**config.mk**
```make
export PLATFORM = sky130hd
export DESIGN_NAME = i2c_tgt_top
export DESIGN_NICKNAME = d
export VERILOG_FILES = /design/src/rtl/i2c_tgt_pkg.sv /design/src/rtl/i2c_tgt_sync.sv /design/src/rtl/i2c_tgt_match.sv /design/src/rtl/i2c_tgt_engine.sv /design/src/rtl/i2c_tgt_top.sv
export SDC_FILE = /design/constraint.sdc
export NUM_CORES = 1
export LEC_CHECK = 0
export BUFFER_PORTS_ARGS = -buffer_cell sky130_fd_sc_hd__buf_2
export CAP_MARGIN = 20
export CORE_UTILIZATION = 60
export DETAILED_ROUTE_END_ITERATION = 10
export MAX_ROUTING_LAYER = met4
export PLACE_DENSITY_LB_ADDON = 0.08
export SYNTH_ARGS = -nofsm -noshare
export SYNTH_HDL_FRONTEND = slang
export SYNTH_SLANG_ARGS = --single-unit
```
**constraint.sdc**
```tcl
create_clock -name clk -period 5.45 [get_ports clk]
set_input_delay 0.545 -clock clk [delete_from_list [all_inputs] [get_ports clk]]
set_output_delay 0.545 -clock clk [all_outputs]
set_load 0.1 [all_outputs]
```
**src/rtl/i2c_tgt_pkg.sv**
```systemverilog
package i2c_tgt_pkg;
  localparam int BYTE_W = 8;
  localparam int ADDR_W = 10;
  localparam int CNT_W  = $clog2(BYTE_W + 1);
  localparam logic [4:0] HDR10_PREFIX = 5'b11110;

  typedef enum logic [2:0] {
    ST_IDLE,
    ST_ADDR,
    ST_ADDR2,
    ST_WRITE,
    ST_ACK,
    ST_READ,
    ST_RACK,
    ST_WAIT
  } tgt_state_e;
endpackage

```
**src/rtl/i2c_tgt_sync.sv**
```systemverilog
module i2c_tgt_sync #(
  parameter int LINES  = 2,
  parameter int STAGES = 2
) (
  input  logic             clk,
  input  logic             rst,
  input  logic [LINES-1:0] din,
  output logic [LINES-1:0] sync_o,
  output logic [LINES-1:0] prev_o
);
  for (genvar g = 0; g < LINES; g++) begin : g_line
    logic [STAGES:0] pipe;
    always_ff @(posedge clk) begin
      if (rst) pipe <= '1;
      else     pipe <= {pipe[STAGES-1:0], din[g]};
    end
    assign sync_o[g] = pipe[STAGES-1];
    assign prev_o[g] = pipe[STAGES];
  end
endmodule

```
**src/rtl/i2c_tgt_match.sv**
```systemverilog
module i2c_tgt_match
  import i2c_tgt_pkg::*;
(
  input  logic [BYTE_W-1:0] byte_i,
  input  logic [ADDR_W-1:0] addr_i,
  output logic              hit7_o,
  output logic              hdr_o,
  output logic              lo_o
);
  always_comb begin
    hit7_o = (byte_i[7:1] == addr_i[6:0]);
    hdr_o  = (byte_i[7:3] == HDR10_PREFIX) && (byte_i[2:1] == addr_i[9:8]);
    lo_o   = (byte_i == addr_i[7:0]);
  end
endmodule

```
**src/rtl/i2c_tgt_engine.sv**
```systemverilog
module i2c_tgt_engine
  import i2c_tgt_pkg::*;
(
  input  logic              clk,
  input  logic              rst,
  input  logic              scl_s,
  input  logic              scl_p,
  input  logic              sda_s,
  input  logic              sda_p,
  input  logic              ten_mode,
  input  logic              hit7,
  input  logic              hdr_hit,
  input  logic              lo_hit,
  input  logic [BYTE_W-1:0] rd_data,
  output logic [BYTE_W-1:0] shreg_o,
  output logic              sda_oe,
  output logic              wr_valid,
  output logic [BYTE_W-1:0] wr_data,
  output logic              rd_req
);
  localparam logic [CNT_W-1:0] FULL = CNT_W'(BYTE_W);

  tgt_state_e        state_q, ack_next_q;
  logic [BYTE_W-1:0] shreg_q;
  logic [CNT_W-1:0]  bitcnt_q;
  logic              ten_ok_q, mack_q;

  logic start_det, stop_det, scl_rise, scl_fall;
  always_comb begin
    start_det = scl_s & scl_p & sda_p & ~sda_s;
    stop_det  = scl_s & scl_p & ~sda_p & sda_s;
    scl_rise  = scl_s & ~scl_p;
    scl_fall  = ~scl_s & scl_p;
  end

  assign shreg_o = shreg_q;

  always_ff @(posedge clk) begin
    wr_valid <= 1'b0;
    rd_req   <= 1'b0;
    if (rst) begin
      state_q    <= ST_IDLE;
      ack_next_q <= ST_IDLE;
      shreg_q    <= '0;
      bitcnt_q   <= '0;
      ten_ok_q   <= 1'b0;
      mack_q     <= 1'b0;
      sda_oe     <= 1'b0;
      wr_data    <= '0;
    end else if (start_det) begin
      state_q  <= ST_ADDR;
      bitcnt_q <= '0;
      sda_oe   <= 1'b0;
    end else if (stop_det) begin
      state_q  <= ST_IDLE;
      ten_ok_q <= 1'b0;
      sda_oe   <= 1'b0;
    end else begin
      unique case (state_q)
        ST_ADDR, ST_ADDR2, ST_WRITE: begin
          if (scl_rise) begin
            shreg_q  <= {shreg_q[BYTE_W-2:0], sda_s};
            bitcnt_q <= bitcnt_q + 1'b1;
          end else if (scl_fall && bitcnt_q == FULL) begin
            bitcnt_q <= '0;
            if (state_q == ST_WRITE) begin
              wr_valid   <= 1'b1;
              wr_data    <= shreg_q;
              sda_oe     <= 1'b1;
              ack_next_q <= ST_WRITE;
              state_q    <= ST_ACK;
            end else if (state_q == ST_ADDR2) begin
              if (lo_hit) begin
                ten_ok_q   <= 1'b1;
                sda_oe     <= 1'b1;
                ack_next_q <= ST_WRITE;
                state_q    <= ST_ACK;
              end else begin
                ten_ok_q <= 1'b0;
                state_q  <= ST_WAIT;
              end
            end else if (!ten_mode) begin
              if (hit7) begin
                sda_oe     <= 1'b1;
                ack_next_q <= shreg_q[0] ? ST_READ : ST_WRITE;
                state_q    <= ST_ACK;
              end else begin
                state_q <= ST_WAIT;
              end
            end else if (hdr_hit && !shreg_q[0]) begin
              sda_oe     <= 1'b1;
              ack_next_q <= ST_ADDR2;
              state_q    <= ST_ACK;
            end else if (hdr_hit && ten_ok_q) begin
              sda_oe     <= 1'b1;
              ack_next_q <= ST_READ;
              state_q    <= ST_ACK;
            end else begin
              ten_ok_q <= 1'b0;
              state_q  <= ST_WAIT;
            end
          end
        end
        ST_ACK: begin
          if (scl_rise && ack_next_q == ST_READ) begin
            rd_req <= 1'b1;
          end else if (scl_fall) begin
            if (ack_next_q == ST_READ) begin
              shreg_q  <= rd_data;
              sda_oe   <= ~rd_data[BYTE_W-1];
              bitcnt_q <= CNT_W'(1);
              state_q  <= ST_READ;
            end else begin
              sda_oe   <= 1'b0;
              bitcnt_q <= '0;
              state_q  <= ack_next_q;
            end
          end
        end
        ST_READ: begin
          if (scl_fall) begin
            if (bitcnt_q == FULL) begin
              sda_oe  <= 1'b0;
              state_q <= ST_RACK;
            end else begin
              sda_oe   <= ~shreg_q[BYTE_W-2];
              shreg_q  <= {shreg_q[BYTE_W-2:0], 1'b0};
              bitcnt_q <= bitcnt_q + 1'b1;
            end
          end
        end
        ST_RACK: begin
          if (scl_rise) begin
            mack_q <= ~sda_s;
            rd_req <= ~sda_s;
          end else if (scl_fall) begin
            if (mack_q) begin
              shreg_q  <= rd_data;
              sda_oe   <= ~rd_data[BYTE_W-1];
              bitcnt_q <= CNT_W'(1);
              state_q  <= ST_READ;
            end else begin
              state_q <= ST_WAIT;
            end
          end
        end
        default: ;
      endcase
    end
  end

  assert_stop_release_R2: assert property (@(posedge clk) disable iff (rst)
    stop_det |=> !sda_oe);
  assert_wait_silent_R8: assert property (@(posedge clk) disable iff (rst)
    (state_q == ST_WAIT || state_q == ST_IDLE) |-> !sda_oe);
  assert_drive_low_phase_R10: assert property (@(posedge clk) disable iff (rst)
    $rose(sda_oe) |-> !$past(scl_s));
  assert_release_low_phase_R10: assert property (@(posedge clk) disable iff (rst)
    ($fell(sda_oe) && !$past(start_det || stop_det)) |-> !$past(scl_s));
  assert_wr_pulse_R11: assert property (@(posedge clk) disable iff (rst)
    wr_valid |=> !wr_valid);
  assert_rd_pulse_R11: assert property (@(posedge clk) disable iff (rst)
    rd_req |=> !rd_req);
  assert_wr_acked_R6: assert property (@(posedge clk) disable iff (rst)
    wr_valid |-> sda_oe);
endmodule

```
**src/rtl/i2c_tgt_top.sv**
```systemverilog
module i2c_tgt_top
  import i2c_tgt_pkg::*;
#(
  parameter int SYNC_STAGES = 2
) (
  input  logic              clk,
  input  logic              rst,
  input  logic              ten_bit_mode,
  input  logic [ADDR_W-1:0] own_addr,
  input  logic              scl_i,
  input  logic              sda_i,
  output logic              sda_oe,
  output logic              wr_valid,
  output logic [BYTE_W-1:0] wr_data,
  output logic              rd_req,
  input  logic [BYTE_W-1:0] rd_data
);
  logic [1:0]        line_s, line_p;
  logic [BYTE_W-1:0] shreg;
  logic              hit7, hdr_hit, lo_hit;

  i2c_tgt_sync #(.LINES(2), .STAGES(SYNC_STAGES)) u_sync (
    .clk    (clk),
    .rst    (rst),
    .din    ({sda_i, scl_i}),
    .sync_o (line_s),
    .prev_o (line_p)
  );

  i2c_tgt_match u_match (
    .byte_i (shreg),
    .addr_i (own_addr),
    .hit7_o (hit7),
    .hdr_o  (hdr_hit),
    .lo_o   (lo_hit)
  );

  i2c_tgt_engine u_engine (
    .clk      (clk),
    .rst      (rst),
    .scl_s    (line_s[0]),
    .scl_p    (line_p[0]),
    .sda_s    (line_s[1]),
    .sda_p    (line_p[1]),
    .ten_mode (ten_bit_mode),
    .hit7     (hit7),
    .hdr_hit  (hdr_hit),
    .lo_hit   (lo_hit),
    .rd_data  (rd_data),
    .shreg_o  (shreg),
    .sda_oe   (sda_oe),
    .wr_valid (wr_valid),
    .wr_data  (wr_data),
    .rd_req   (rd_req)
  );
endmodule

```
## After elaboration in Yosys (flattened, before gate mapping)

Cells that the tools add are included.

| cells by class | value |
|---|---|
| $add $sub $neg | 1 |
| eq/ne operators | 42 |
| multiplexer cells | 81 |
| bitwise gates (word level) | 18 |
| reductions and logical operators | 25 |

Operators by type and width:

| kind | number |
|---|---|
| two-way mux 8 bit | 9 |
| two-way mux 3 bit | 21 |
| two-way mux 4 bit | 9 |
| two-way mux 1 bit | 33 |
| case mux 8 bit (4 select lines) | 1 |
| AND reduction 12 bit | 2 |
| != test 2 x 1 -> 1 bit, second input constant | 10 |
| != test 4 x 1 -> 1 bit, second input constant | 5 |
| AND reduction 9 bit | 2 |
| case mux 4 bit (4 select lines) | 1 |
| AND reduction 8 bit | 2 |
| == test 3 bit, second input constant | 4 |
| != test 4 x 2 -> 1 bit, second input constant | 3 |
| case mux 3 bit (4 select lines) | 1 |
| NOT 1 bit | 11 |
| AND reduction 10 bit | 1 |
| != test 3 x 1 -> 1 bit, second input constant | 3 |
| == test 8 bit | 1 |
| two-way mux 2 bit | 4 |
| != test 2 bit, second input constant | 4 |
| nonzero test 4 bit | 2 |
| AND 1 bit | 7 |
| == test 7 bit | 1 |
| == test 3 x 2 -> 1 bit, second input constant | 2 |
| 22 further kinds | 28 |

| storage, ports and cells | value |
|---|---|
| flip-flop bits (word level) | 37 |
| logic and storage cells | 180 |

## Depth between registers and ports, before layout

Gate-level depths: netlist (run 1).

| depth | value |
|---|---|
| word-level depth | 13 |
| gate-level depth with buffers | 9 |
| gate-level depth less buffers | 8 |

## Hierarchy

From an unflattened synthesis (run 1), not the netlist that was laid out.

| unflattened totals | value |
|---|---|
| cells, all modules | 247 |
| area, all modules | 2164.6 um^2 |

By module, submodules not included:

| module | times used | cells an instance | area each (um^2) | sequential area each (um^2) |
|---|---|---|---|---|
| i2c_tgt_engine | 1 | 207 | 1774.2 | 620.6 |
| i2c_tgt_match | 1 | 24 | 202.7 | 0.0 |
| i2c_tgt_sync | 1 | 16 | 187.7 | 120.1 |

## Least setup slack after synthesis (run 1)

OpenSTA, ideal clock, no wires.

| path | value |
|---|---|
| path kind | register -> register |
| from | register u_engine.bitcnt_q[0] |
| to | register u_engine.bitcnt_q[3] |
| arrival | 2.029 ns |
| required time | 5.380 ns |
| path slack | 3.351 ns |
| cell stages (with the launch flop) | 9 |
| path buffers | 0 |
| clock period less this slack | 2.099 ns |
| cell sequence | dfxtp_1 > inv_1 > ha_1 > and3b_2 > o211ai_2 > nand3_2 > a211o_1 > or4_1 > a21oi_1 |

| on the way | value |
|---|---|
| cells in the longest elaborated chain, start to end | 4 |

RTL lines:

| element | line | text |
|---|---|---|
| from (decl) | i2c_tgt_engine.sv:25 | `logic [CNT_W-1:0] bitcnt_q;` |
| from (signal assigned) | i2c_tgt_engine.sv:63 | `bitcnt_q <= bitcnt_q + 1'b1;` |
| from (signal assigned) | i2c_tgt_engine.sv:128 | `bitcnt_q <= bitcnt_q + 1'b1;` |
| adder 4 x 1 -> 4 bit or == test 4 bit (tied branches) | n/a |  |
| two-way mux 4 bit or logical AND 1 bit (tied branches) | i2c_tgt_engine.sv:122, i2c_tgt_engine.sv:64 |  |
| two-way mux 4 bit or != test 3 x 1 -> 1 bit (tied branches) | n/a |  |
| case mux 4 bit (4 select lines) or AND reduction 10 bit (tied branches) | n/a |  |

Parallel ways exist; a longest one is shown, timed or not. The select of a mux whose other input is x is not followed.
A chain may end at the register's enable or synchronous reset.

## Worst setup path in the final report (run 1)

| path | value |
|---|---|
| from | register u_engine.state_q[1] |
| to | register u_engine.shreg_q[6] (netlist: u_engine.shreg_o[6]) |

| on the way | value |
|---|---|
| cells in the longest elaborated chain, start to end | 4 |

RTL lines:

| element | line | text |
|---|---|---|
| from (decl) | i2c_tgt_engine.sv:23 | `tgt_state_e state_q, ack_next_q;` |
| from (signal assigned) | i2c_tgt_engine.sv:116 | `state_q <= ack_next_q;` |
| == test 3 x 1 -> 1 bit or == test 3 x 2 -> 1 bit (tied branches) | i2c_tgt_engine.sv:59 | `unique case (state_q)` |
| OR reduction 3 bit | i2c_tgt_engine.sv:59 |  |
| != test 2 x 1 -> 1 bit (no line) or nonzero test 4 bit (tied branches) | n/a |  |
| AND reduction 12 bit (no line) | n/a |  |
| to (signal assigned) | i2c_tgt_engine.sv:62 | `shreg_q <= {shreg_q[BYTE_W-2:0], sda_s};` |
| to (signal assigned) | i2c_tgt_engine.sv:109 | `shreg_q <= rd_data;` |
| to (signal assigned) | i2c_tgt_engine.sv:127 | `shreg_q <= {shreg_q[BYTE_W-2:0], 1'b0};` |
| to (decl) | i2c_tgt_engine.sv:24 | `logic [BYTE_W-1:0] shreg_q;` |

Parallel ways exist; a longest one is shown, timed or not.

==> results of run 1 <==
cell type report:
| type | count | area (um^2) |
|---|---|---|
| multi-input combinational | 187 | 1191 |
| timing repair buffer | 33 | 165.2 |
| tap | 44 | 55.05 |
| clock buffer | 5 | 37.54 |
| clock inverter | 3 | 21.27 |
| inverter | 5 | 18.77 |
| fill | 272 | 898.4 |
| sequential | 37 | 740.7 |
metal layers:
layer  vias up  routed length, um  share of wire, %  track usage [%]
li1        918                  -                 -                -
met5         -                  0                 0                -
met3         7                260               5.9            6.710
met2        66               1927                43            40.79
met1       851               2176                49            38.64
met4         0                 65               1.5            10.63
critical path, cell delays in order, from the launching register on:
cell and delay [ps]:
sky130_fd_sc_hd__dfxtp_1 690, sky130_fd_sc_hd__inv_1 240, sky130_fd_sc_hd__nand3_1 160, sky130_fd_sc_hd__nand3_2 120, sky130_fd_sc_hd__nor4_4 730, sky130_fd_sc_hd__nor2_1 90
sky130_fd_sc_hd__a311oi_1 280
report_power, final:
group,switching (mW),internal (mW),leakage [nW]
registers,0.0102,0.276,0.300
clock network,0.0973,0.0510,0.0316
logic,0.0254,0.0218,0.550
registers in the layout, indices dropped and copies added, names as in the netlist:
register	cells
u_sync.g_line.pipe	6
u_engine.ten_ok_q	1
u_engine.state_q	3
u_engine.rd_req	1
u_engine.bitcnt_q	4
u_engine.wr_valid	1
u_engine.ack_next_q	3
u_engine.mack_q	1
u_engine.wr_data	8
u_engine.shreg_o	8
u_engine.sda_oe	1
final timing paths:
check	start	to	cells after the start
setup / recovery	u_engine.state_q[1]$_SDFFE_PP0P_	u_engine.shreg_o[6]$_SDFFE_PP0P_	6
hold / removal	sda_i	u_sync.g_line[1].pipe[0]$_SDFF_PP1_	2
setup reg to reg	u_engine.state_q[1]$_SDFFE_PP0P_	u_engine.shreg_o[6]$_SDFFE_PP0P_	6
hold reg to reg	u_sync.g_line[0].pipe[0]$_SDFF_PP1_	u_sync.g_line[0].pipe[1]$_SDFF_PP1_	1
cells in the mapped netlist, types with 2 or more instances:
master / count
sky130_fd_sc_hd__a21oi_1: 10
sky130_fd_sc_hd__or2_2: 7
sky130_fd_sc_hd__nor4_1: 7
sky130_fd_sc_hd__nor3_1: 7
sky130_fd_sc_hd__dfxtp_1: 37
sky130_fd_sc_hd__ha_1: 2
sky130_fd_sc_hd__inv_1: 4
sky130_fd_sc_hd__nand4_1: 2
sky130_fd_sc_hd__nor2_1: 35
sky130_fd_sc_hd__clkbuf_1: 8
sky130_fd_sc_hd__nand2b_1: 3
sky130_fd_sc_hd__xor2_1: 17
sky130_fd_sc_hd__nor3b_1: 2
sky130_fd_sc_hd__a211oi_1: 5
sky130_fd_sc_hd__a311oi_1: 10
sky130_fd_sc_hd__a221oi_1: 2
sky130_fd_sc_hd__nor2b_1: 4
sky130_fd_sc_hd__buf_2: 6
sky130_fd_sc_hd__mux2i_1: 9
sky130_fd_sc_hd__or4_1: 2
sky130_fd_sc_hd__nand3_1: 6
sky130_fd_sc_hd__nand2_1: 24
sky130_fd_sc_hd__o21ai_0: 9
kinds of logic (layout without fill, tap and decap cells):
family | count (synthesis) | in the layout
AO/OA/AOI/OAI | 48 | 48
XOR/XNOR | 18 | 18
adder cells (fa/ha/maj) | 2 | 2
buffers and inverters | 20 | 46
flip-flops | 37 | 37
multiplexers | 9 | 9
AND/OR/NAND/NOR | 110 | 110
==> metrics.md, run 1 <==
| Metric | Value |
|---|---|
| Xor and xnor area share after synthesis | `a little under 8%` |
| Number of warnings issued by yosys | `0` |
| Post-layout worst setup margin | `about 3000 ps` |
| Leading cell type in the layout, fill and taps excluded | `sky130_fd_sc_hd__dfxtp_1` |
| Number of global-route vias before repair | `about 1600` |
| Root Buffer Master | `sky130_fd_sc_hd__clkbuf_4` |
| Number of synthesized flops with an enable pin | `0` |
| Die outline area | `about 3600 um^2` |
| Final Hold Violating Endpoints | `0` |
| Overall power of the completed layout | `roughly 0.48 mW` |
| Clock tree from TritonCTS | `yes` |
| Final weighted congestion in routability-driven placement | `0.8755` |
| Top-area cell type share of the netlist area | `roughly 37%` |
| Maximum buffer depth of the clock tree | `2` |
| Leakage | `between 0.8 and 0.9 nW` |
| Slew at the pin closest to its max-slew limit | `around 770 ps` |
| Number of antenna violations at the first check in global routing | `0` |
| Die outline height | `60.00 um` |
| Result of the run | `completed` |
| Ports placed on the boundary | `34` |
| CP Data Required Time | `5720 ps` |
| Tcrit/Tclk final | `43.83%` |
| Number of buffers created by CTS | `5` |
| Avg WL per Cell | `between 10 and 15 um` |
| Minimum setup slack among reg-to-reg paths | `between 3000 and 4000 ps` |
| Fraction of synthesized area in multiplexers | `approximately 4.5%` |
| Cell row count | `20` |
| Worst hold path class | `input pin to flip-flop` |
| Port bufs | `33` |
| Detailed-routing iteration count for the pre-antenna-repair pass | `4` |
| Synth top area cells | `sky130_fd_sc_hd__dfxtp_1 (37%), sky130_fd_sc_hd__xor2_1 (7.4%), sky130_fd_sc_hd__nor2_1 (6.5%), sky130_fd_sc_hd__mux2i_1 (4.5%), sky130_fd_sc_hd__nand2_1 (4.5%)` |
| Number of cells in the finished layout apart from fillers | `about 310` |
| Clock latency of the later-clocked register in the worst-skew pair | `roughly 350 ps` |
| Worst voltage drop across the vdd grid | `0.0001875 V` |
| Compound-Gate Fraction of Synth Area | `16.92%` |
| Adder and majority cell fraction of the synthesized area | `between 1 and 1.5%` |
| Clock sink count | `37` |
| Worst Path Max Fanout | `16` |
| Final core utilization | `71.28%` |
| Number of placed instances with taps included | `306` |
| Post-placement worst setup slack | `3112 ps` |
| Horizontal extent of the die | `~60 um` |
| Share of the yosys chip area belonging to registers | `36.70%` |
| Core region area | `~3100 um^2` |
| Summed negative setup slack over all endpoints | `0 ps` |
| Setup Crit Path Kind | `flip-flop to flip-flop` |
| Cell Area, Synth | `around 2000 um^2` |
| Initial cell density of the core | `between 60 and 70%` |
| Antenna Violating Nets Remaining | `0` |
| Total overflow reported by the global router | `0` |
| Cell type with the highest aggregate area in the netlist | `sky130_fd_sc_hd__dfxtp_1` |
| Maximum number of pins on one net before global-route repair | `33` |
| Dominant combinational cell family by area after synthesis | `simple AND/OR/NAND/NOR gates` |
| Half-perimeter wire length after detailed placement | `3245 um` |
| Clock skew after layout | `roughly 8.6 ps` |
| Layout Area Growth over Synthesis | `10.48%` |
| Fin crit period | `2389 ps` |
| Slew Viols, Final | `0` |
| Post-CTS Setup Bufs | `0` |
| Clock slew at reported path FFs | `120 ps` |
| Final instance area | `about 2200 um^2` |
| ANT cells | `0` |
| Wire length of the first global-routing pass | `about 7400 um` |
| DRT iter0 DRCs | `112` |
| Simple-gate portion of the synthesized area | `between 20% and 30%` |
| Synth unique cells | `between 40 and 50` |
| Via count | `around 1800` |
| Cells after Synth | `approximately 240` |
| PostCTS Resize Cnt | `0` |
| Fraction of final layout cells with drive strength greater than 1 | `21.11%` |
| GRT Total Usage | `28.44%` |
| Share of async-settable or async-resettable flops after synthesis | `0%` |
| Count of nets after finishing | `roughly 300` |
| Post-synthesis net count | `269` |
| Per-cell via count in the routed design | `a little under 6` |
| Max-cap violation count | `0` |
| Number of H-tree branching levels | `2` |
| Flip-flop cell with the highest count after synthesis | `sky130_fd_sc_hd__dfxtp_1` |
| Type of destination of the critical path | `flip-flop` |
| Total cell area at the placement stage | `2171 um^2` |
| Final-layout worst hold slack | `364.4 ps` |
| Commonest cells after routing, fill and taps aside | `sky130_fd_sc_hd__dfxtp_1 (37), sky130_fd_sc_hd__nor2_1 (35), sky130_fd_sc_hd__buf_2 (33), sky130_fd_sc_hd__nand2_1 (24), sky130_fd_sc_hd__xor2_1 (17)` |
| Number of register bits inferred by synthesis | `37` |
| RSZ-0062 raised after global routing | `no` |
| Maximum clock rate | `approximately 420 MHz` |
| Number of hold buffers added after CTS | `0` |
| DRC violations left | `0` |
| Data arrival time of the critical path | `2660 ps` |
| Final setup violating endpoints | `0` |
| Rel. slew slack | `approximately 48%` |
| Post-detailed-routing wire length | `4430 um` |
| Power per cell area | `~220 nW/um^2` |
| Critical Path Start Type | `flip-flop` |
| Mean instance size in the synthesized netlist | `8.271 um^2` |
Note: power is estimated with default switching activity, not from simulation.
==> run 2, diff against run 1 <==
--- a/config.mk
+++ b/config.mk
@@ -7,7 +7,7 @@
 export LEC_CHECK = 0
 export BUFFER_PORTS_ARGS = -buffer_cell sky130_fd_sc_hd__buf_2
 export CAP_MARGIN = 20
-export CORE_UTILIZATION = 60
+export CORE_UTILIZATION = 55
 export DETAILED_ROUTE_END_ITERATION = 10
 export MAX_ROUTING_LAYER = met4
 export PLACE_DENSITY_LB_ADDON = 0.08
==> constraint.sdc (replaced) <==
create_clock -name clk -period 2.45 [get_ports clk]
set_input_delay 0.245 -clock clk [delete_from_list [all_inputs] [get_ports clk]]
set_output_delay 0.245 -clock clk [all_outputs]
set_load 0.1 [all_outputs]
==> run 2 against run 1 <==
Compared with the run above:
- utilization shrank 4.0 points
- global-route usage is 2.0 points lower
- power increased by 120%
- clock skew down 2.9 ps
- combinational power is 140% higher
- clock power up 130%
- maximum frequency grew 5.9%
- non-clock buffer count up 9
- die area rose by 8.8%
- register-to-register slack got worse by 2900 ps
- critical path depth grew 2
- routed wire length grew 5.0%
==> metrics.md, run 2 (synthesis results as in run 1) <==
| Metric | Value |
|---|---|
| Total cell area at the placement stage | `2241 um^2` |
| CP Data Required Time | `between 2000 and 3000 ps` |
| Minimum setup slack among reg-to-reg paths | `a little under 200 ps` |
| Rel. slew slack | `around 63%` |
| P_sw | `approximately 0.28 mW` |
| Fin crit period | `2256 ps` |
| Crit path max-delay family | `simple AND/OR/NAND/NOR gates` |
| Cell row count | `21` |
| Final instance area | `between 2000 and 2500 um^2` |
| Clock skew after layout | `5.703 ps` |
| Via count | `roughly 1900` |
| Post-CTS Setup Bufs | `0` |
| Portion of total power attributed to combinational logic | `roughly a tenth` |
| Slowest stage cell, crit path | `sky130_fd_sc_hd__or4_1` |
| Power per cell area | `469.9 nW/um^2` |
| Initial cell density of the core | `59.08%` |
| Number of cells in the finished layout apart from fillers | `about 320` |
| Detailed-routing iteration count for the pre-antenna-repair pass | `4` |
| Clock latency of the later-clocked register in the worst-skew pair | `between 300 and 400 ps` |
| Wire length of the first global-routing pass | `7879 um` |
| Clock sink count | `37` |
| Ports placed on the boundary | `34` |
| RSZ-0062 raised after global routing | `no` |
| Share of total power consumed by net switching | `26.05%` |
| Port bufs | `33` |
| Commonest cells after routing, fill and taps aside | `sky130_fd_sc_hd__dfxtp_1 (37), sky130_fd_sc_hd__nor2_1 (35), sky130_fd_sc_hd__buf_2 (33), sky130_fd_sc_hd__nand2_1 (24), sky130_fd_sc_hd__xor2_1 (17)` |
| Die outline area | `between 3000 and 4000 um^2` |
| Per-cell via count in the routed design | `between 5 and 6` |
| Fraction of final layout cells with drive strength greater than 1 | `between 20% and 30%` |
| Number of global-route vias before repair | `about 1700` |
| Worst Path Buf+Inv | `1` |
| DRT iter0 DRCs | `between 100 and 150` |
| Slew at the pin closest to its max-slew limit | `553.7 ps` |
| Worst voltage drop across the vdd grid | `around 0.00032 V` |
| Fill count | `319` |
| Root Buffer Master | `sky130_fd_sc_hd__clkbuf_4` |
| Number of H-tree branching levels | `2` |
| Tcrit/Tclk final | `92.09%` |
| Final weighted congestion in routability-driven placement | `roughly 0.92` |
| Core region area | `approximately 3400 um^2` |
| Leading cell type in the layout, fill and taps excluded | `sky130_fd_sc_hd__dfxtp_1` |
| Final setup violating endpoints | `0` |
| Total overflow reported by the global router | `0` |
| Clock tree from TritonCTS | `yes` |
| PostCTS Resize Cnt | `0` |
| Horizontal extent of the die | `62.58 um` |
| Worst hold path class | `input pin to flip-flop` |
| Sequential Power Share | `roughly three fifths` |
| Post-detailed-routing wire length | `around 4700 um` |
| Overall power of the completed layout | `roughly 1.1 mW` |
| Final core utilization | `67.33%` |
| Type of destination of the critical path | `flip-flop` |
| Avg WL per Cell | `around 14 um` |
| Die outline height | `around 63 um` |
| Summed negative setup slack over all endpoints | `0 ps` |
| Number of buffers created by CTS | `5` |
| Layout Area Growth over Synthesis | `13.95%` |
| Cell Int Power | `between 0.7 and 0.8 mW` |
| GRT Total Usage | `between 20% and 30%` |
| Slew Viols, Final | `0` |
| Maximum clock rate | `443.2 MHz` |
| ANT cells | `0` |
| Largest stage delay on the critical path | `about 520 ps` |
| Result of the run | `completed` |
| Number of antenna violations at the first check in global routing | `0` |
| Clock slew at reported path FFs | `approximately 100 ps` |
| Final-layout worst hold slack | `a little under 70 ps` |
| Half-perimeter wire length after detailed placement | `approximately 3400 um` |
| Post-layout worst setup margin | `between 150 and 200 ps` |
| Post-placement worst setup slack | `approximately 240 ps` |
| DRC violations left | `0` |
| Final Hold Violating Endpoints | `0` |
| Maximum number of pins on one net before global-route repair | `33` |
| Critical Path Start Type | `flip-flop` |
| Antenna Violating Nets Remaining | `0` |
| Worst Path Max Fanout | `6` |
| Setup Crit Path Kind | `flip-flop to flip-flop` |
| Leakage | `between 0.9 and 1 nW` |
| Data arrival time of the critical path | `approximately 2600 ps` |
| Number of placed instances with taps included | `between 300 and 400` |
| Maximum buffer depth of the clock tree | `2` |
| Share of power burned in the clock network | `between 30% and 40%` |
| Max-cap violation count | `0` |
| Number of hold buffers added after CTS | `0` |
| Critical path, cell by cell | `inv_1 -> ha_1 -> and3b_2 -> o211ai_2 -> nand3_2 -> a211o_1 -> or4_1 -> a21oi_1` |
| Count of nets after finishing | `just over 300` |
-- run 2: changes by cell type in the layout (fill, tap and decap cells not counted) --
cell and change:
sky130_fd_sc_hd__buf_4 +9, sky130_fd_sc_hd__inv_6 -1, sky130_fd_sc_hd__clkinv_2 -1, sky130_fd_sc_hd__clkbuf_8 +1
-- run 2: final cells by class --
class | instances | area [um^2] | area share (%)
inverter | 5 | 18.77 | 0.8161
timing repair buffer | 42 | 232.7 | 10.12
multi-input combinational | 187 | 1191 | 51.80
clock inverter | 1 | 7.507 | 0.3264
clock buffer | 6 | 51.30 | 2.231
tap | 46 | 57.56 | 2.503
sequential | 37 | 740.7 | 32.21
-- run 2: path summary, 6_finish.rpt --
check / depth (start not counted) / start / end
hold / removal: 2 / scl_i / u_sync.g_line[0].pipe[0]$_SDFF_PP1_
hold reg to reg: 1 / u_sync.g_line[1].pipe[0]$_SDFF_PP1_ / u_sync.g_line[1].pipe[1]$_SDFF_PP1_
setup reg to reg: 8 / u_engine.bitcnt_q[0]$_SDFFE_PP0P_ / u_engine.bitcnt_q[3]$_SDFFE_PP0P_
setup / recovery: 8 / u_engine.bitcnt_q[0]$_SDFFE_PP0P_ / u_engine.bitcnt_q[3]$_SDFFE_PP0P_
-- run 2: power groups by stage --
stage	sequential (mW)	clock (mW)	combinational (mW)
after floorplan	0.633	0	0.0860
after global placement	0.646	0	0.111
after detailed placement	0.646	0	0.113
after CTS	0.632	0.344	0.114
after global routing	0.636	0.365	0.128
final	0.632	0.334	0.114
-- run 2: metal layers --
metal	GRT usage [%]	vias up	share of wire (%)
li1	-	934	-
met1	34.81	862	46
met2	39.67	51	47
met3	4.562	6	5.2
met4	11.63	0	1.3
met5	-	-	0
==> run 3, diff against run 2 <==
--- a/config.mk
+++ b/config.mk
@@ -5,9 +5,10 @@
 export SDC_FILE = /design/constraint.sdc
 export NUM_CORES = 1
 export LEC_CHECK = 0
+export ABC_AREA = 1
 export BUFFER_PORTS_ARGS = -buffer_cell sky130_fd_sc_hd__buf_2
 export CAP_MARGIN = 20
-export CORE_UTILIZATION = 55
+export CORE_UTILIZATION = 56
 export DETAILED_ROUTE_END_ITERATION = 10
 export MAX_ROUTING_LAYER = met4
 export PLACE_DENSITY_LB_ADDON = 0.08
==> run 3 against run 2 <==
Compared with the run above:
- sequential cell count unchanged
- clock-buffer cell count down 1
- setup slack better by 460 ps
- critical path depth rose by 3
- final cell count up 24%
- via count up 13%
- final area rose by 4.4%
- global-route usage increased by 2.1 points
- largest cell class unchanged
- highest routed layer unchanged
==> metrics.md, run 3 <==
| Metric | Value |
|---|---|
| Result of the run | `completed` |
| Share of the yosys chip area belonging to registers | `a little over a third` |
| Share of power burned in the clock network | `between 20% and 30%` |
| Depth of the worst register-to-register path | `11` |
| Portion of total power attributed to combinational logic | `40.8%` |
| Fin crit period | `~1800 ps` |
| Via count | `approximately 2100` |
| GRT Total Usage | `between 20% and 30%` |
| Worst Path Max Fanout | `9` |
| Final setup violating endpoints | `0` |
| Most used standard cell by instance count after synthesis | `sky130_fd_sc_hd__nand2_1` |
| Flip-flop cell with the highest count after synthesis | `sky130_fd_sc_hd__dfxtp_1` |
| Data arrival time of the critical path | `~2000 ps` |
| Number of global-route vias before repair | `2007` |
| Overall power of the completed layout | `~2.4 mW` |
| ANT cells | `0` |
| Final weighted congestion in routability-driven placement | `0.9109` |
| Number of register bits inferred by synthesis | `37` |
| Number of antenna violations at the first check in global routing | `0` |
| Leakage | `between 1 and 1.5 nW` |
| Cell row count | `21` |
| Number of synthesized flops with an enable pin | `0` |
| Ranking of synthesized cells by instance count | `sky130_fd_sc_hd__nand2_1 (80), sky130_fd_sc_hd__nor2_1 (39), sky130_fd_sc_hd__inv_1 (38)` |
| Slew at the pin closest to its max-slew limit | `slightly below 500 ps` |
| Final-layout worst hold slack | `between 100 and 150 ps` |
| Rel. slew slack | `between 60% and 70%` |
| Critical Path Start Type | `flip-flop` |
| Fraction of final layout cells with drive strength greater than 1 | `around 17%` |
| P_sw | `~0.99 mW` |
| Cells after Synth | `~320` |
| Top-area cell type share of the netlist area | `35.66%` |
| Count of nets after finishing | `381` |
| Worst hold path class | `input pin to flip-flop` |
| PostCTS Resize Cnt | `0` |
| Final Hold Violating Endpoints | `0` |
| Power per cell area | `1003 nW/um^2` |
| Hold Path Stages | `2` |
| Slew Viols, Final | `0` |
| Setup Crit Path Kind | `flip-flop to flip-flop` |
| Summed negative setup slack over all endpoints | `0 ps` |
| Die outline height | `62.90 um` |
| Detailed-routing iteration count for the pre-antenna-repair pass | `5` |
| Clock slew at reported path FFs | `roughly 70 ps` |
| Die outline area | `3956 um^2` |
| Layout Area Growth over Synthesis | `15.54%` |
| Root Buffer Master | `sky130_fd_sc_hd__clkbuf_8` |
| Share of async-settable or async-resettable flops after synthesis | `0%` |
| Number of buffers created by CTS | `5` |
| Ports placed on the boundary | `34` |
| Synth top area cells | `sky130_fd_sc_hd__dfxtp_1 (36%), sky130_fd_sc_hd__nand2_1 (14%), sky130_fd_sc_hd__nor2_1 (7.0%), sky130_fd_sc_hd__inv_1 (6.9%), sky130_fd_sc_hd__a21oi_1 (6.7%)` |
| Port bufs | `33` |
| Share of total power consumed by net switching | `around 41%` |
| Clock skew after layout | `4.637 ps` |
| Horizontal extent of the die | `~63 um` |
| Number of H-tree branching levels | `2` |
| Commonest cells after routing, fill and taps aside | `sky130_fd_sc_hd__nand2_1 (80), sky130_fd_sc_hd__nor2_1 (39), sky130_fd_sc_hd__inv_1 (38), sky130_fd_sc_hd__dfxtp_1 (37), sky130_fd_sc_hd__buf_2 (33)` |
| Max-cap violation count | `0` |
| Tcrit/Tclk final | `73.35%` |
| Synth unique cells | `29` |
| Worst voltage drop across the vdd grid | `around 0.00057 V` |
| DRT iter0 DRCs | `127` |
| Sequential Power Share | `about a third` |
| Clock latency of the later-clocked register in the worst-skew pair | `a little under 300 ps` |
| Half-perimeter wire length after detailed placement | `about 3600 um` |
| Clock tree from TritonCTS | `yes` |
| Post-CTS Setup Bufs | `0` |
| DRC violations left | `0` |
| Core region area | `around 3400 um^2` |
| Wire length of the first global-routing pass | `8659 um` |
| Clock sink count | `37` |
| Leading cell type in the layout, fill and taps excluded | `sky130_fd_sc_hd__nand2_1` |
| Maximum clock rate | `~560 MHz` |
| Avg WL per Cell | `approximately 12 um` |
| Initial cell density of the core | `about three fifths` |
| Per-cell via count in the routed design | `just over 5` |
| Number of warnings issued by yosys | `0` |
| Maximum number of pins on one net before global-route repair | `19` |
| CP Data Required Time | `roughly 2600 ps` |
| Maximum buffer depth of the clock tree | `2` |
| Fill count | `~310` |
| Total overflow reported by the global router | `0` |
| Cell Area, Synth | `2077 um^2` |
| Mean instance size in the synthesized netlist | `roughly 6.5 um^2` |
| Antenna Violating Nets Remaining | `0` |
| Final core utilization | `69.72%` |
| Cell type with the highest aggregate area in the netlist | `sky130_fd_sc_hd__dfxtp_1` |
| Post-synthesis net count | `between 300 and 400` |
| Post-detailed-routing wire length | `4789 um` |
| Number of hold buffers added after CTS | `0` |
| Cell Int Power | `around 1.4 mW` |
| Type of destination of the critical path | `flip-flop` |
| RSZ-0062 raised after global routing | `no` |
[run 3: metal layers]
layer	part of all wire, %	vias up	GRT usage (%)	wire (um)
met5	0	-	-	0
met4	1.0	0	9.593	50
met3	5.9	7	6.022	281
met2	45	69	44.49	2145
met1	48	922	36.43	2311
li1	-	1097	-	-
[run 3: path summary, 6_finish.rpt]
check	from	to	slack (ps)
worst max-delay path	u_engine.bitcnt_q[0]$_SDFFE_PP0P_	u_engine.bitcnt_q[2]$_SDFFE_PP0P_	650
worst min-delay path	sda_i	u_sync.g_line[1].pipe[0]$_SDFF_PP1_	130
worst max register to register	u_engine.bitcnt_q[0]$_SDFFE_PP0P_	u_engine.bitcnt_q[2]$_SDFFE_PP0P_	650
worst min register to register	u_sync.g_line[1].pipe[0]$_SDFF_PP1_	u_sync.g_line[1].pipe[1]$_SDFF_PP1_	420
[run 3: final cells by class]
type / instances / area, um^2 / area share, %
clock inverters: 3 / 65.06 / 2.711
inverters: 41 / 153.9 / 6.413
repair buffers: 33 / 165.2 / 6.882
clock buffers: 5 / 68.82 / 2.868
well taps: 46 / 57.56 / 2.398
flip-flops and latches: 37 / 740.7 / 30.87
multi-input cells: 238 / 1149 / 47.86
[run 3: kinds of logic (layout without fill, tap and decap cells)]
kind of cell,after synthesis,count (layout),synth area share [%]
buffers and inverters,47,82,9.036
AO/OA/AOI/OAI,69,69,17.53
AND/OR/NAND/NOR,156,156,31.93
adder cells (fa/ha/maj),2,2,1.205
XOR/XNOR,11,11,4.638
flip-flops,37,37,35.66
[run 3: power by group through the flow]
| stage | sequential [mW] | combinational [mW] | clock (mW) |
|---|---|---|---|
| final | 0.805 | 0.983 | 0.619 |
| after global routing | 0.820 | 1.13 | 0.661 |
| after CTS | 0.802 | 0.972 | 0.632 |
| after detailed placement | 0.817 | 0.961 | 0 |
| after global placement | 0.815 | 0.947 | 0 |
| after floorplan | 0.819 | 0.770 | 0 |
[run 3: critical path: stages, from the launching register on]
cell	delay [ps]
sky130_fd_sc_hd__dfxtp_1	350
sky130_fd_sc_hd__inv_1	90
sky130_fd_sc_hd__ha_1	160
sky130_fd_sc_hd__nand3_1	130
sky130_fd_sc_hd__nor2_1	220
sky130_fd_sc_hd__nor2_1	90
sky130_fd_sc_hd__a21oi_1	170
sky130_fd_sc_hd__nand2_2	150
sky130_fd_sc_hd__o21ai_2	200
sky130_fd_sc_hd__inv_1	60
sky130_fd_sc_hd__nand2_1	50
sky130_fd_sc_hd__nor2_1	30
[run 3: metrics by stage]
stage / cells / cell area, um^2 / setup WS, ps
final: 403 / 2400 / 652.8
after global routing: 403 / 2400 / 454.0
after CTS: 403 / 2400 / 657.6
after detailed placement: 395 / 2266 / 701.3
after global placement: 395 / 2266 / 696.1
after floorplan: 322 / 2077 / 955.3
